### config.mk
export PLATFORM = sky130hd
export DESIGN_NAME = irq_level_ack
export DESIGN_NICKNAME = d
export VERILOG_FILES = /design/src/rtl/irq_level_ack.sv
export SDC_FILE = /design/constraint.sdc
export NUM_CORES = 1
export LEC_CHECK = 0
export ABC_AREA = 1
export BUFFER_PORTS_ARGS = -buffer_cell sky130_fd_sc_hd__buf_2
export CORE_AREA = 2 2 39 41
export DETAILED_ROUTE_END_ITERATION = 8
export DIE_AREA = 0 0 41 43
export PLACE_DENSITY = 0.77
export SLEW_MARGIN = 20
export SYNTH_ARGS = -nofsm -noshare
export SYNTH_HDL_FRONTEND = slang
export SYNTH_SLANG_ARGS = --single-unit
### constraint.sdc
create_clock -name clk -period 0.8 [get_ports clk]
set_clock_uncertainty 0.1 [all_clocks]
set_input_delay 0.16 -clock clk [delete_from_list [all_inputs] [get_ports clk]]
set_output_delay 0.16 -clock clk [all_outputs]
set_load 0.05 [all_outputs]
### src/rtl/irq_level_ack.sv
module irq_level_ack #(
  parameter int ADDR_HI = 23
) (
  input  logic           clk,
  input  logic           rst_n,
  input  logic [7:1]     irq_n,
  output logic [2:0]     ipl_n,
  input  logic [2:0]     fc,
  input  logic           as_n,
  input  logic [ADDR_HI:1] addr,
  output logic [7:1]     iack_n
);

  localparam logic [2:0] FC_ACK = 3'b111;

  logic [2:0] top_lvl;
  logic       ack_cyc;

  always_comb begin
    top_lvl = 3'd0;
    for (int i = 1; i <= 7; i++)
      if (!irq_n[i]) top_lvl = 3'(i);
  end

  always_ff @(posedge clk or negedge rst_n)
    if (!rst_n) ipl_n <= 3'b111;
    else        ipl_n <= ~top_lvl;

  assign ack_cyc = (fc == FC_ACK) && !as_n && (&addr[ADDR_HI:4]);

  for (genvar k = 1; k <= 7; k++) begin : g_ack
    assign iack_n[k] = !(ack_cyc && addr[3:1] == 3'(k));
  end


  lvl7_wins_chk: assert property (@(posedge clk) disable iff (!rst_n)
    !irq_n[7] |=> ipl_n == 3'b000);


  idle_level_chk: assert property (@(posedge clk) disable iff (!rst_n)
    (&irq_n) |=> ipl_n == 3'b111);


  single_ack_chk: assert property (@(posedge clk) disable iff (!rst_n)
    $countones(~iack_n) <= 1);


  strobe_gate_chk: assert property (@(posedge clk) disable iff (!rst_n)
    as_n |-> &iack_n);


  fc_gate_chk: assert property (@(posedge clk) disable iff (!rst_n)
    fc != FC_ACK |-> &iack_n);

endmodule

== After elaboration in Yosys (flattened, before gate mapping) ==
Index checks and enable logic that the tools add are counted.

* Equality and inequality tests: 8
* Multiplexer cells: 7
* Bitwise operators: 1
* Reductions and logical operators: 18

{| class="wikitable"
|+ Operator list
! operator !! number
|-
| 20-bit AND reduction || 1
|-
| 3-bit equality test (second input constant) || 5
|-
| 3-bit 2-to-1 mux || 5
|-
| 1-bit logical AND || 9
|-
| 1-bit logical NOT || 8
|-
| 3-bit by 2-bit equality test with 1-bit output (second input constant) || 2
|-
| 3-bit by 1-bit equality test with 1-bit output (second input constant) || 1
|-
| 3-bit inverter || 1
|-
| 2-bit 2-to-1 mux || 1
|-
| 1-bit 2-to-1 mux || 1
|}

* Bits in registers: 3
* Bits of input ports: 36
* Output and inout port bits: 10
* Logic and storage cells: 35

== Depth between registers and ports, before layout ==
* Word-level depth: 8
* Gate-level depth with buffers: 6
* Depth with buffers taken out: 6

== Least setup slack after synthesis ==
No wires, ideal clock.

* Path type: input-to-output
* Start: in addr[8] (netlist bit)
* End: out iack_n[1] (netlist bit)
* Arrival: 0.971 ns
* Required time: 0.540 ns
* Slack: -0.431 ns
* Stages on the path: 5
* Buffers on the path: 0
* Cells stage by stage: nand2_1 > nor2_1 > nand2_1 > nor2_2 > nand3_1

* Longest elaborated chain between the ends: 4

{| class="wikitable"
|+ RTL lines
! item !! RTL line !! text
|-
| start, declared || 10 || <nowiki>input logic [ADDR_HI:1] addr,</nowiki>
|-
| 20-bit AND reduction || 29 || <nowiki>assign ack_cyc = (fc == FC_ACK) && !as_n && (&addr[ADDR_HI:4]);</nowiki>
|-
| 1-bit logical AND || 29 ||
|-
| 1-bit logical AND || 32 || <nowiki>assign iack_n[k] = !(ack_cyc && addr[3:1] == 3'(k));</nowiki>
|-
| 1-bit logical NOT || 32 ||
|-
| end, declared || 11 || <nowiki>output logic [7:1] iack_n</nowiki>
|}

Every way passes these cells.

== Final worst setup path ==
* Start: in addr[14] (netlist bit)
* End: out iack_n[1] (netlist bit)

The elaborated chain is that of the path after synthesis.

==> impl_metrics.env <==
export IMPL_leakage_power_figure_nw=0.411
export IMPL_max_slew_worst_pin_slew_ps=337
export IMPL_cts_tree="done"
export IMPL_post_synth_top_area_fraction=0.273
export IMPL_post_route_cells_drive_above_1_share=0.729
export IMPL_die_width_um=41
export IMPL_post_cts_hold_buffer_count=1
export IMPL_finalHoldWorstSlack_ps=-9.55
export IMPL_avgViaCountPerCell=4.52
export IMPL_worstHoldPathType="in2reg"
export IMPL_synthCells=51
export IMPL_num_antenna_cells=0
export IMPL_yosys_top_cells_area="dfstp_2 (27%), nand2_1 (21%), nand3_1 (12%)"
export IMPL_cts_buffers=3
export IMPL_finalPower_w=0.000703
export IMPL_placement_setup_worst_slack_ps=-523
export IMPL_place_congestion=0.646
export IMPL_clock_tree_htree_level_count=1
export IMPL_ctsRootBufferMaster="clkbuf_4"
export IMPL_num_rows=14
export IMPL_grt_max_degree=8
export IMPL_final_critical_path_setup_slack_ps=-457
export IMPL_crit_fanout=7
export IMPL_yosys_cell_types_count=9
export IMPL_maxSlewHeadroom=0.774
export IMPL_worst_setup_path_endpoint="iack_n[1]"
export IMPL_critical_path_startpoint="addr[14]"
export IMPL_clockBufferDepth=2
export IMPL_flip_flop_count_of_the_largest_register_all_copies_and_words_added=3
export IMPL_syn_to_final_growth_pct=221
export IMPL_layout_worst_path_cycle_share=1.57
export IMPL_nNetsFinal=144
export IMPL_drtAntennaViolNets=0
export IMPL_run_status="complete, but fails checks"
export IMPL_io_buffer_count=45
export IMPL_placeableCoreArea_um2=1380
export IMPL_ys_seq_area_frac=0.273
export IMPL_fmax_ghz=0.796
export IMPL_synth_area_per_cell_um2=5.67
export IMPL_number_of_flops_mapped_to_enable_cells_by_yosys=0
export IMPL_finalMaxSlewViolations=0
export IMPL_worstPathArrival_ps=1000
export IMPL_io_pins=46
export IMPL_total_die_area_um2=1760
export IMPL_largest_registers="ipl_n x3"
export IMPL_final_period_minus_worst_setup_slack_ps=1260
export IMPL_grt_overall_usage=0.160
export IMPL_asyncSetResetFlopFracSynth=1.00
export IMPL_firstDrtPassIters=2
export IMPL_vias=556
export IMPL_clock_sinks=3
export IMPL_floorplan_initialDensity=0.209
export IMPL_drc=0
export IMPL_chipHeight_um=43
export IMPL_placed_cell_area_um2=712
export IMPL_yosysWarningCount=0
export IMPL_vias_in_the_first_global_route=526
export IMPL_grt_first_pass_wirelength_um=1950
export IMPL_postRouteWirelength_um=1290
export IMPL_final_hold_viol_count=1
export IMPL_drt_iter0_markers=3
export IMPL_ys_ff_latch=3
export IMPL_worst_setup_path_type="in2out"
export IMPL_slowest_delay_ps=170
export IMPL_timing_critical_path_cells="buf_2 -> nand2_2 -> nor2_1 -> nand2_1 -> nor2_4 -> buf_12 -> nand3_4 -> buf_8"
export IMPL_violated_checks="negative hold slack, negative setup slack"
export IMPL_syn_nets=87
export IMPL_antenna_violations_before_repair=0
export IMPL_postLayoutCellArea_um2=927
export IMPL_worst_setup_hold_path_clk_slew_ps=30
export IMPL_synth_top_cells_by_count="nand2_1 (16), nand3_1 (7), nor3_1 (7)"
export IMPL_cellPowerDensity_nw_per_um2=758
export IMPL_post_synth_top_area_cell="dfstp_2"
export IMPL_post_dp_hpwl_um=935
export IMPL_critPathSlowestCell="buf_8"
export IMPL_synth_top_flop_cell="dfstp_2"
export IMPL_wl_per_cell_um=10.5
export IMPL_max_cap_violations=0
export IMPL_min_path_cells=2
export IMPL_mappedNetlistArea_um2=289
export IMPL_setup_tns_final_ps=-4100
export IMPL_crit_path_start_kind="input port"
export IMPL_cp_required_ps=540
export IMPL_setup_viol_count_final=10
export IMPL_ir_drop_v=0.000341
export IMPL_fillerInstances=106
export IMPL_gr_overflow_total=0
export IMPL_max_flop_register="ipl_n"
export IMPL_post_synth_top_count_cell="nand2_1"
export IMPL_worstSetupEndpointType="primary output"
export IMPL_unrepaired_setup_endpoints_after_global_routing="yes"
-- worst max-delay path: cells and delay by family --
kind	cells	cell delay, ps
simple gates	5	420
buf+inv	3	410
-- per-stage QoR --
step	util	cells
2_1_floorplan	-	51
3_3_place_gp	0.514	118
3_5_place_dp	0.514	118
4_1_cts	0.618	123
5_1_grt	0.670	123
6_report	0.670	123
-- cells by family after synthesis --
group,Yosys count,share of synthesized area
AND/OR/NAND/NOR,40,0.615
buffers and inverters,6,0.0779
flip-flops,3,0.273
AO/OA/AOI/OAI,2,0.0346
-- power by group --
group / internal [W] / leakage [nW] / total [W] / switching (W)
Sequential: 0.000166 / 0.0312 / 0.000171 / 0.00000484
Combinational: 0.000147 / 0.365 / 0.000269 / 0.000122
Clock: 0.000187 / 0.0150 / 0.000263 / 0.0000759
Total: 0.000500 / 0.411 / 0.000703 / 0.000203
-- cells in the final DEF, fill, tap and decap left out --
master	instances
nand2_1	8
inv_1	5
dfstp_2	3
dlygate4sd3_1	1
nor2_2	1
nor2_4	3
nor2_1	4
buf_4	4
buf_8	8
buf_2	26
a21oi_1	2
buf_12	2
inv_2	1
nand2_4	1
nand4_1	2
nor3_2	1
buf_6	11
nand3_4	7
nor3_1	6
nand2_2	7
clkbuf_4	3
clkbuf_1	1
-- how the worst min path moves through the flow --
stage              from            endpoint  slack [ps]
6_report       irq_n[6]  ipl_n[0]$_DFF_PN1_         -10
5_1_grt        irq_n[6]  ipl_n[0]$_DFF_PN1_          -6
4_1_cts        irq_n[6]  ipl_n[0]$_DFF_PN1_         -10
3_5_place_dp      rst_n  ipl_n[2]$_DFF_PN1_          40
3_3_place_gp      rst_n  ipl_n[0]$_DFF_PN1_          20
2_1_floorplan     rst_n  ipl_n[0]$_DFF_PN1_         -90
-- what timing repair did --
| action | in CTS | in global routing |
|---|---|---|
| buffers inserted | 0 | 0 |
| hold endpoints to repair | 4 | 1 |
| gates resized for setup | 31 | 17 |
| gates cloned | 0 | 0 |
| pin swaps | 9 | 13 |
| endpoints found under the setup margin | 10 | 10 |
-- area by class of cell --
cell class / instances / area (um2) / share of cell area
clock buffer: 4 / 26.3 / 0.0283
inverter: 6 / 22.5 / 0.0243
multi-input combinational: 42 / 325 / 0.351
sequential: 3 / 78.8 / 0.0850
tap: 16 / 20.0 / 0.0216
timing repair buffer: 52 / 454 / 0.490
-- routing by layer --
| metal | routed length, um | vias up | global-route usage |
|---|---|---|---|
| met5 | 0 | - | 0 |
| met3 | 147 | 0 | 0.0366 |
| met1 | 395 | 240 | 0.172 |
| met2 | 745 | 35 | 0.281 |
| li1 | - | 281 | - |
| met4 | 0 | 0 | 0.0600 |
(Power assumes the default switching activity.)
